$ cat src/rtl/bto_pkg.sv
package bto_pkg;

  typedef enum logic [1:0] {
    PH_IDLE = 2'd0,
    PH_ARB  = 2'd1,
    PH_OWN  = 2'd2,
    PH_REL  = 2'd3
  } bto_phase_e;

  localparam int unsigned REQ_TYPE_W = 3;
  localparam int unsigned FAST_LAT   = 2;

  // Wait from first priority clock to first driving clock.
  function automatic int unsigned pick_latency(input logic fast, input int unsigned def_lat);
    return fast ? FAST_LAT : def_lat;
  endfunction

  // Types 0 and 1 are memory accesses; everything else is not.
  function automatic logic type_is_memory(input logic [REQ_TYPE_W-1:0] t);
    return (t[REQ_TYPE_W-1:1] == '0);
  endfunction

endpackage

$ cat src/rtl/bto_lat_timer.sv
module bto_lat_timer import bto_pkg::*; #(
  parameter int unsigned DEF_LAT = 4,
  parameter int unsigned CNT_W   = $clog2(DEF_LAT + 1)
) (
  input  logic clk,
  input  logic rst,
  input  logic run,
  input  logic ads_n,
  input  logic lock_n,
  output logic expire,
  output logic first_clk
);

  logic [CNT_W-1:0] cnt_q;
  logic             fast_q;
  logic             fast_now;
  logic [CNT_W-1:0] lat_cur;

  assign first_clk = run && (cnt_q == '0);
  assign fast_now  = !ads_n && lock_n;
  assign lat_cur   = first_clk ? CNT_W'(pick_latency(fast_now, DEF_LAT))
                               : CNT_W'(pick_latency(fast_q, DEF_LAT));
  assign expire    = run && (cnt_q == lat_cur - CNT_W'(1));

  always_ff @(posedge clk) begin
    if (rst || !run) begin
      cnt_q  <= '0;
      fast_q <= 1'b0;
    end else begin
      if (first_clk) fast_q <= fast_now;
      if (!expire)   cnt_q  <= cnt_q + CNT_W'(1);
    end
  end


  fast_takeover_chk: assert property (@(posedge clk) disable iff (rst)
    (first_clk && !ads_n && lock_n) |=> expire);


  locked_no_shortcut_chk: assert property (@(posedge clk) disable iff (rst)
    (first_clk && !lock_n) |=> !expire);

endmodule

$ cat src/rtl/bto_own_fsm.sv
module bto_own_fsm import bto_pkg::*; (
  input  logic       clk,
  input  logic       rst,
  input  logic       take_req,
  input  logic       expire,
  input  logic       own_done,
  input  logic       ads_n,
  output bto_phase_e phase,
  output logic       err
);

  bto_phase_e phase_d;
  logic       clash;

  assign clash = (phase == PH_ARB) && expire && !ads_n;

  always_comb begin
    phase_d = phase;
    case (phase)
      PH_IDLE: if (take_req) phase_d = PH_ARB;
      PH_ARB:  if (expire)   phase_d = PH_OWN;
      PH_OWN:  if (own_done) phase_d = PH_REL;
      PH_REL:                phase_d = PH_IDLE;
      default:               phase_d = PH_IDLE;
    endcase
  end

  always_ff @(posedge clk) begin
    if (rst) begin
      phase <= PH_IDLE;
      err   <= 1'b0;
    end else begin
      phase <= phase_d;
      if (clash) err <= 1'b1;
    end
  end


  err_at_takeover_chk: assert property (@(posedge clk) disable iff (rst)
    $rose(err) |-> (phase == PH_OWN) && ($past(phase) == PH_ARB));


  release_one_clock_chk: assert property (@(posedge clk) disable iff (rst)
    (phase == PH_REL) |=> (phase == PH_IDLE));

endmodule

$ cat src/rtl/bto_mtype_qual.sv
module bto_mtype_qual import bto_pkg::*; #(
  parameter int unsigned   MT_W    = 3,
  parameter logic [MT_W-1:0] UC_CODE = '0
) (
  input  logic                  clk,
  input  logic                  rst,
  input  logic                  ads_n,
  input  logic [REQ_TYPE_W-1:0] req_type,
  input  logic [MT_W-1:0]       req_mt,
  output logic                  strobe,
  output logic                  valid,
  output logic [MT_W-1:0]       attr
);

  logic is_mem;
  assign is_mem = type_is_memory(req_type);

  always_ff @(posedge clk) begin
    if (rst) begin
      strobe <= 1'b0;
      valid  <= 1'b0;
      attr   <= UC_CODE;
    end else begin
      strobe <= !ads_n;
      valid  <= !ads_n && is_mem;
      attr   <= (!ads_n && is_mem) ? req_mt : UC_CODE;
    end
  end


  valid_needs_strobe_chk: assert property (@(posedge clk) disable iff (rst)
    valid |-> strobe);


  nonmem_uc_chk: assert property (@(posedge clk) disable iff (rst)
    (strobe && !valid) |-> (attr == UC_CODE));

endmodule

$ cat src/rtl/bus_takeover_ctrl.sv
module bus_takeover_ctrl import bto_pkg::*; #(
  parameter int unsigned     DEF_LAT = 4,
  parameter int unsigned     MT_W    = 3,
  parameter logic [MT_W-1:0] UC_CODE = '0
) (
  input  logic                  clk,
  input  logic                  rst,
  input  logic                  take_req,
  input  logic                  own_done,
  input  logic                  ads_n,
  input  logic                  lock_n,
  input  logic [REQ_TYPE_W-1:0] req_type,
  input  logic [MT_W-1:0]       req_mt,
  output logic                  prio_n,
  output logic                  drv_oe,
  output logic                  drv_idle,
  output logic                  bus_owned,
  output logic                  contention_err,
  output logic                  mt_strobe,
  output logic                  mt_valid,
  output logic [MT_W-1:0]       mt_attr
);

  initial begin
    min_default_latency_chk: assert (DEF_LAT >= 3);
  end

  bto_phase_e phase;
  logic       arb_run;
  logic       arb_expire;
  logic       arb_first;

  assign arb_run = (phase == PH_ARB);

  bto_lat_timer #(.DEF_LAT(DEF_LAT)) u_timer (
    .clk       (clk),
    .rst       (rst),
    .run       (arb_run),
    .ads_n     (ads_n),
    .lock_n    (lock_n),
    .expire    (arb_expire),
    .first_clk (arb_first)
  );

  bto_own_fsm u_fsm (
    .clk      (clk),
    .rst      (rst),
    .take_req (take_req),
    .expire   (arb_expire),
    .own_done (own_done),
    .ads_n    (ads_n),
    .phase    (phase),
    .err      (contention_err)
  );

  bto_mtype_qual #(.MT_W(MT_W), .UC_CODE(UC_CODE)) u_mtq (
    .clk      (clk),
    .rst      (rst),
    .ads_n    (ads_n),
    .req_type (req_type),
    .req_mt   (req_mt),
    .strobe   (mt_strobe),
    .valid    (mt_valid),
    .attr     (mt_attr)
  );

  assign prio_n    = (phase == PH_IDLE);
  assign drv_oe    = (phase == PH_OWN) || (phase == PH_REL);
  assign drv_idle  = (phase == PH_REL);
  assign bus_owned = (phase == PH_OWN);


  reset_idle_chk: assert property (@(posedge clk)
    $past(rst) |-> (prio_n && !drv_oe && !contention_err && !mt_strobe));


  prio_first_chk: assert property (@(posedge clk) disable iff (rst)
    arb_first |-> !prio_n && !drv_oe);


  dead_clock_chk: assert property (@(posedge clk) disable iff (rst)
    $rose(drv_oe) |-> !$past(prio_n) && !$past(prio_n, 2));


  release_idle_chk: assert property (@(posedge clk) disable iff (rst)
    $fell(drv_oe) |-> $past(drv_idle) && prio_n);

endmodule

$ cat config.mk
export PLATFORM = sky130hd
export DESIGN_NAME = bus_takeover_ctrl
export DESIGN_NICKNAME = d
export VERILOG_FILES = /design/src/rtl/bto_pkg.sv /design/src/rtl/bto_lat_timer.sv /design/src/rtl/bto_own_fsm.sv /design/src/rtl/bto_mtype_qual.sv /design/src/rtl/bus_takeover_ctrl.sv
export SDC_FILE = /design/constraint.sdc
export NUM_CORES = 1
export LEC_CHECK = 0
export ABC_AREA = 1
export BUFFER_PORTS_ARGS = -buffer_cell sky130_fd_sc_hd__buf_4
export CAP_MARGIN = 20
export CORE_MARGIN = 4
export CORE_UTILIZATION = 41
export CTS_CLUSTER_DIAMETER = 100
export DETAILED_ROUTE_END_ITERATION = 10
export GPL_TIMING_DRIVEN = 0
export HOLD_SLACK_MARGIN = 0.15
export PLACE_DENSITY = 0.71
export SLEW_MARGIN = 20
export SYNTH_ARGS = -nofsm -noshare
export SYNTH_HDL_FRONTEND = slang
export SYNTH_SLANG_ARGS = --single-unit
$ cat constraint.sdc
create_clock -name clk -period 1.5 [get_ports clk]
set_clock_uncertainty 0.2 [all_clocks]
set_input_delay 0.3 -clock clk [delete_from_list [all_inputs] [get_ports clk]]
set_output_delay 0.3 -clock clk [all_outputs]
set_load 0.03 [all_outputs]
==> results.md, run 1 <==
* R2r setup slk at -0.20 ns
* DP HPWL at 1010 µm
* Hold_sp: u_fsm.err
* Leading area contributor after synthesis: dfxtp_1
* CP max stage delay at 0.38 ns
* Worst-margin pin slew at 0.242 ns
* First-pass GRT wire length at 2790 µm
* Status: complete, but fails checks
* Via-per-instance ratio at 4.81
* Final hold violation count at 0
* Hold Crit Class: register to register
* Synth top cells by count: 20 x inv_1, 13 x nor2_1, 12 x dfxtp_1, 12 x nand2_1, 6 x ha_1
* Final Wtd Congestion at 0.774
* Core area at 0.00135 mm²
* Filler cell count at 78
* Area added between synthesis and finish at 80.7%
* Clk slew on worst S/H paths at 0.08 ns
* Clk_lat worst skew at 0.28 ns
* Total number of vias at 650
* Syn Inst Count at 81
* DIE HEIGHT at 46.4 µm
* Setup-failing EPs final at 11
* Slew margin rel. at 0.838
* Count leader, synth: inv_1
* Total CTS buffers at 3
* PnR worst setup slack at -0.225 ns
* Crit path time final at 1.73 ns
* CP endpoint kind: output pin
* Die area at 0.00215 mm²
* Die width at 46.4 µm
* Post-DRT Antenna Nets at 0
* Maximum Capacitance Violations at 0
* Critical path origin: u_fsm.phase[1]
* Initial core utilization at 0.448
* Critical path arrival at 1.23 ns
* Warning count from the yosys run at 0
* Area of the multi-input gates at 400 µm²
* Crit path max fanout at 4
* Max clock buf depth at 2
* Max VDD drop at 1210 µV
* GRT overflow at 0
* Syn_nets at 99
* Port bufs at 20
* Pwr dens at 1630 mW/mm²
* Sequential element share of the synthesized area at 0.398
* Critical Path Source Type: register
* R2r startpoint: u_fsm.phase[0]
* Fmax at 580 MHz
* Pleak at 0.000523 µW
* Antenna violations before repair at 0
* Root Buffer: clkbuf_4
* Worst Reg-to-Reg Cells at 11
* Storage cell area at 253 µm²
* IO Count at 22
* Setup Crit Path Kind: register to output pin
* Failing checks: negative setup slack
* Drt wl/cell at 14.6 µm
* Vias in the first global route at 652
* Syn avg cell area at 7.46 µm²
* Initial DRC Count at 5
* CTS Sinks at 12
* Share of layout cells above drive strength 1 at 0.517
* Area contributors post-synth: dfxtp_1 40%, ha_1 12%, inv_1 12%, nor2_1 8.1%, nand2_1 7.5%
* Diodes inserted at 0
* Fin. max-slew vios at 0
* Worst Hold Depth at 2
* Slowest stage cell, crit path: dfxtp_4
* DRT Wirelength at 1970 µm
* Asr flop ratio synth at 0
* H-tree depth at 1
* Overall Global Routing Usage at 0.188
* Worst path cell trace: ha_2 -> or2_4 -> buf_6
* Post-route DRC at 0
* Flop and latch count out of synthesis at 12
* Final Hold Slack at 0.280 ns
* Pin count of the biggest net entering global routing at 8
* Fin crit share at 1.15
* Syn Std Cell Area at 604 µm²
* CTS tree: done
* Post-synth top area share at 0.398
* Pre-CTS setup slack at -0.166 ns
* CP required at 1.00 ns
* Most used DFF post-synth: dfxtp_1
* Nets@finish at 139
* Number of synthesized flops with an enable pin at 0
* Final core occ at 0.809
* First-pass DRT Iterations at 2
* Synth unique cells at 15
* RSZ-0062 raised after global routing: true
* Rows at 13
==> placed cells by master, fill, tap and decap left out <==
cell type / netlist / final
a21oi_1: 4 / 4
buf_4: 0 / 22
buf_6: 0 / 7
clkbuf_4: 0 / 3
clkbuf_8: 0 / 1
dfxtp_1: 12 / 8
dfxtp_2: 0 / 1
dfxtp_4: 0 / 3
dlygate4sd3_1: 0 / 6
ha_1: 6 / 1
ha_2: 0 / 1
ha_4: 0 / 4
inv_1: 20 / 16
inv_2: 0 / 2
inv_4: 0 / 2
nand2_1: 12 / 9
nand2_2: 1 / 2
nand2_4: 0 / 2
nand3_2: 2 / 6
nand3_4: 1 / 1
nor2_1: 13 / 12
nor2_2: 2 / 1
nor2_4: 0 / 2
nor4_2: 0 / 1
o21ai_1: 0 / 1
o22ai_1: 1 / 1
or2_4: 0 / 1
==> state kept, by name (all words and copies together), names as in the netlist <==
register        cells
u_mtq.strobe        1
u_timer.fast_q      1
u_fsm.phase         2
u_fsm.err           1
u_mtq.valid         1
u_timer.cnt_q       3
u_mtq.attr          3
==> worst max-delay path: cells and delay by family, from the launching register on <==
family	cells	cell delay, ns
adder cells (fa/ha/maj)	1	0.18
buffers and inverters	1	0.14
flip-flops	1	0.38
AND/OR/NAND/NOR	1	0.25
==> power by group <==
part / switching [µW] / internal (µW) / total, µW / leakage (µW)
Clock: 120 / 148 / 268 / 0.0000210
Sequential: 64.2 / 375 / 439 / 0.000100
Combinational: 559 / 518 / 1080 / 0.000401
Total: 744 / 1040 / 1790 / 0.000523
==> metal layers <==
layer | wire length (µm) | GRT usage | vias up
li1 | - | - | 321
met1 | 800 | 0.192 | 302
met2 | 1010 | 0.354 | 21
met3 | 91 | 0.0273 | 6
met4 | 62 | 0.102 | 0
met5 | 0 | 0 | -
==> final timing paths <==
kind	to
setup / recovery	drv_oe
hold / removal	u_fsm.err
setup reg to reg	u_fsm.phase[0]
hold reg to reg	u_fsm.err
==> cell families (layout without fill, tap and decap cells) <==
| logic type | count (synthesis) | in the layout | share of synthesized area |
|---|---|---|---|
| DFF | 12 | 12 | 0.398 |
| adders and majority gates | 6 | 6 | 0.124 |
| buffers and inverters | 20 | 59 | 0.124 |
| and+or+nand+nor | 37 | 37 | 0.302 |
| AOI/OAI and AO/OA | 6 | 6 | 0.0518 |
==> metrics by stage <==
step,power (µW),instances,instance area [µm²],setup TNS [ns]
floorplan,881,81,614,-0.0228
detailed placement,1040,116,783,-0.622
global route,1870,135,1090,-1.92
finish,1790,135,1090,-1.30
global placement,1020,116,783,-0.417
CTS,1500,131,977,-0.889
==> cell type report <==
type / instances / share of cell area
clock buffers: 4 / 0.0332
inverters: 20 / 0.0733
multi-input cells: 49 / 0.367
flip-flops and latches: 12 / 0.231
well taps: 15 / 0.0172
repair buffers: 35 / 0.278
==> timing repair <==
action | in CTS | in global routing
gates resized for setup | 17 | 23
endpoints found under the setup margin | 10 | 14
endpoints found under the hold margin | 9 | 0
hold buffers | 6 | 0
setup buffers | 5 | 4
pin swaps | 6 | 11
(Power assumes the default switching activity.)
==> inputs of run 2 (changes only) <==
- MAX_ROUTING_LAYER: not set -> met4
==> results.md, run 2 (synthesis results as in run 1) <==
* Status: complete, but fails checks
* Failing checks: negative setup slack
* CP endpoint kind: output pin
* Total number of vias at 626
* Area added between synthesis and finish at 78.1%
* Post-DRT Antenna Nets at 0
* Hold_sp: u_timer.cnt_q[0]
* Hold EP: u_timer.cnt_q[0]
* CTS Sinks at 12
* Initial core utilization at 0.448
* CP required at 1.00 ns
* Worst Reg-to-Reg Cells at 11
* DRT Wirelength at 1890 µm
* Diodes inserted at 0
* Critical path arrival at 1.23 ns
* Clk slew on worst S/H paths at 0.08 ns
* Clk_lat worst skew at 0.28 ns
* Met2 usage at 0.354
* Storage cell area at 253 µm²
* CTS tree: done
* Share of layout cells above drive strength 1 at 0.496
* Core area at 0.00135 mm²
* Antenna violations before repair at 0
* Met1 usage at 0.192
* Rows at 13
* Drt wl/cell at 14.1 µm
* PnR worst setup slack at -0.228 ns
* Post-route DRC at 0
* Via-per-instance ratio at 4.67
* First-pass GRT wire length at 2770 µm
* R2r setup slk at -0.18 ns
* GR peak layer: met2
* Port bufs at 20
* Slew margin rel. at 0.846
* Pleak at 0.000519 µW
* GRT overflow at 0
* GR Layer Usage met3 at 0.0234
* DP HPWL at 1010 µm
* Root Buffer: clkbuf_4
* Pin count of the biggest net entering global routing at 8
* Fin. max-slew vios at 0
* Nets@finish at 138
* Non-filler cells, final at 134
* H-tree depth at 1
* Pwr dens at 1620 mW/mm²
* Highest-count cells in the layout ignoring fill and taps: 22 x buf_4, 17 x inv_1, 12 x nor2_1
* First-pass DRT Iterations at 4
* Overall Global Routing Usage at 0.192
* RSZ-0062 raised after global routing: true
* Hold Crit Class: register to register
* Die area at 0.00215 mm²
* Final Wtd Congestion at 0.785
* Die width at 46.4 µm
* Total CTS buffers at 3
* Crit path time final at 1.73 ns
* IO Count at 22
* Vias in the first global route at 657
* Final hold violation count at 0
* Max VDD drop at 1260 µV
* Fin crit share at 1.15
* Setup Crit Path Kind: register to output pin
* Filler cell count at 83
* Max clock buf depth at 2
* DIE HEIGHT at 46.4 µm
* Worst Hold Depth at 1
* Maximum Capacitance Violations at 0
* Worst-margin pin slew at 0.231 ns
* Biggest regs: u_mtq.attr x3, u_timer.cnt_q x3, u_fsm.phase x2
* Crit path max fanout at 4
* Final core occ at 0.797
* Initial DRC Count at 9
* Dpl cells at 116
* Critical Path Source Type: register
* Fmax at 579 MHz
* Reg-to-Reg End: u_fsm.phase[0]
* Setup TNS at -1.34 ns
* Setup-failing EPs final at 10
* Area of the multi-input gates at 395 µm²
* Commonest non-fill, non-tap cell in the layout: buf_4
* R2r startpoint: u_fsm.phase[0]
run 2: cell types whose count changed in the layout (fill, tap and decap cells not counted):
cell / change
buf_6: -1
inv_1: +1
inv_2: -1
nand3_1: +1
nand3_2: -1
run 2: power breakdown:
group          internal [µW]  leakage [µW]  switching [µW]
Combinational            501      0.000397             540
Clock                    148     0.0000210             120
Sequential               375      0.000100            64.1
Total                   1020      0.000519             724
run 2: critical path, cell delays in order (launching register included):
cell and delay [ns]:
dfxtp_4 0.38, ha_2 0.18, or2_4 0.25, buf_6 0.14
run 2: per-stage QoR:
step                setup WS (ns)  cell area (µm²)  hold slack [ns]  total power [µW]
floorplan                 -0.0117              614            0.178               881
global placement           -0.127              783            0.244              1020
detailed placement         -0.166              783            0.246              1040
global route               -0.255             1080            0.309              1850
finish                     -0.228             1080            0.282              1750
CTS                        -0.200              977            0.246              1500
run 2: repair_timing:
item / in CTS / in global routing
hold endpoints to repair: 9 / 0
setup buffers: 5 / 3
setup endpoints to repair: 10 / 14
resized for setup: 17 / 20
pin swaps: 6 / 11
hold buffers: 6 / 0
run 2: per-layer routing:
metal	part of all wire	up-vias
li1	-	319
met1	0.41	286
met2	0.53	17
met3	0.036	4
met4	0.020	0
met5	0	-
run 2: worst max-delay path by stage:
| stage | startpoint | endpoint | slack [ns] | cells after the start |
|---|---|---|---|---|
| floorplan | u_fsm.phase[1] | u_fsm.phase[0] | -0.01 | 11 |
| global placement | u_timer.cnt_q[1] | u_fsm.phase[0] | -0.13 | 10 |
| detailed placement | u_timer.cnt_q[1] | u_fsm.phase[1] | -0.17 | 10 |
| CTS | u_fsm.phase[0] | drv_oe | -0.20 | 4 |
| global route | u_fsm.phase[1] | drv_oe | -0.26 | 3 |
| finish | u_fsm.phase[1] | drv_oe | -0.23 | 3 |
run 2: final cells by class:
class                   instances  share of cell area
flip-flops and latches         12               0.235
clock buffers                   4              0.0337
inverters                      20              0.0744
well taps                      15              0.0174
repair buffers                 34               0.272
multi-input cells              49               0.367
==> inputs of run 3 (changes only) <==
- PLACE_DENSITY: 0.71 -> 0.78
- RECOVER_POWER: not set -> 25
==> results.md, run 3 (synthesis results as in run 1) <==
* Status: complete, but fails checks
* Failing checks: negative setup slack
* Critical path arrival at 1.23 ns
* Pwr dens at 1590 mW/mm²
* DRT Wirelength at 2210 µm
* Initial DRC Count at 24
* RSZ-0062 raised after global routing: true
* IO Count at 22
* Antenna violations before repair at 0
* Share of layout cells above drive strength 1 at 0.579
* GRT overflow at 0
* Critical Path Source Type: register
* Biggest regs: u_mtq.attr x3, u_timer.cnt_q x3, u_fsm.phase x2
* Crit path max fanout at 4
* Clk slew on worst S/H paths at 0.08 ns
* Diodes inserted at 0
* PnR worst setup slack at -0.228 ns
* Post-DRT Antenna Nets at 0
* Setup-failing EPs final at 13
* Overall Global Routing Usage at 0.226
* Slew margin rel. at 0.757
* Core area at 0.00135 mm²
* CP endpoint kind: output pin
* Final hold violation count at 0
* Post-route DRC at 0
* Crit path time final at 1.73 ns
* DIE HEIGHT at 46.4 µm
* Port bufs at 20
* CP required at 1.00 ns
* Clk_lat worst skew at 0.28 ns
* Worst path cell trace: ha_2 -> or2_4 -> buf_6
* R2r setup slk at -0.21 ns
* H-tree depth at 1
* Worst Hold Depth at 3
* First-pass DRT Iterations at 4
* Dpl cells at 116
* Max VDD drop at 1350 µV
* Final Wtd Congestion at 0.657
* Fin. max-slew vios at 0
* Maximum Capacitance Violations at 0
* Worst-margin pin slew at 0.366 ns
* Final Power at 1770 µW
* Worst Reg-to-Reg Cells at 9
* Via-per-instance ratio at 5.03
* Setup TNS at -1.50 ns
* Pre-CTS setup slack at -0.188 ns
* CTS tree: done
* Die width at 46.4 µm
* Root Buffer: clkbuf_4
* Slowest stage cell, crit path: dfxtp_4
* Final core occ at 0.825
* Fmax at 579 MHz
* Initial core utilization at 0.448
* DP HPWL at 962 µm
* Total number of vias at 684
* Commonest non-fill, non-tap cell in the layout: buf_4
* Pleak at 0.000527 µW
* Non-filler cells, final at 136
* Pin count of the biggest net entering global routing at 8
* Die area at 0.00215 mm²
* Area added between synthesis and finish at 84.3%
* First-pass GRT wire length at 3130 µm
* Highest-count cells in the layout ignoring fill and taps: 20 x buf_4, 13 x inv_1, 9 x nor2_1
* Rows at 13
* Total CTS buffers at 3
* Max clock buf depth at 2
* Nets@finish at 140
* Hold Crit Class: primary input to register
* Setup Crit Path Kind: register to output pin
* Fin crit share at 1.15
* Vias in the first global route at 681
* CP max stage delay at 0.38 ns
* Drt wl/cell at 16.2 µm
* CTS Sinks at 12
## run 3: layout make-up
| cell class | count | area (µm²) |
|---|---|---|
| Inverter | 20 | 77.6 |
| Clock buffer | 4 | 36.3 |
| Fill cell | 70 | 236 |
| Timing Repair Buffer | 36 | 313 |
| Multi-Input combinational cell | 49 | 415 |
| Sequential cell | 12 | 253 |
| Tap cell | 15 | 18.8 |
## run 3: power by group
part | internal (µW) | leakage, µW | switching [µW]
Sequential | 375 | 0.000100 | 65.2
Combinational | 488 | 0.000406 | 579
Clock | 148 | 0.0000210 | 114
## run 3: final timing paths
kind / startpoint / to
worst min-delay path: req_type[2] / u_mtq.valid
worst max-delay path: u_fsm.phase[1] / drv_oe
worst max register to register: u_timer.cnt_q[1] / u_fsm.phase[1]
worst min register to register: u_timer.cnt_q[0] / u_timer.cnt_q[0]
## run 3: layer usage
layer,share of wire,GRT usage,up-vias
met5,0,-,-
met4,0.032,0.182,0
met3,0.046,0.0508,8
met2,0.50,0.374,32
met1,0.42,0.222,322
li1,-,-,322
## run 3: worst max-delay path, delay by kind of cell (launching register included)
kind / cells / cell delay (ns)
adders and majority gates: 1 / 0.19
buffers and inverters: 1 / 0.13
DFF: 1 / 0.38
and+or+nand+nor: 1 / 0.25
## run 3: timing repair
item / CTS / global route
hold buffers: 7 / 1
pin swaps: 5 / 12
setup buffers: 5 / 5
setup endpoints to repair: 10 / 14
hold endpoints to repair: 9 / 3
gates resized for setup: 21 / 28
## run 3: stage by stage
step	hold slack, ns	instance area, µm²
detailed placement	0.248	783
floorplan	0.178	614
finish	0.223	1110
global route	0.240	1110
global placement	0.244	783
CTS	0.239	1000
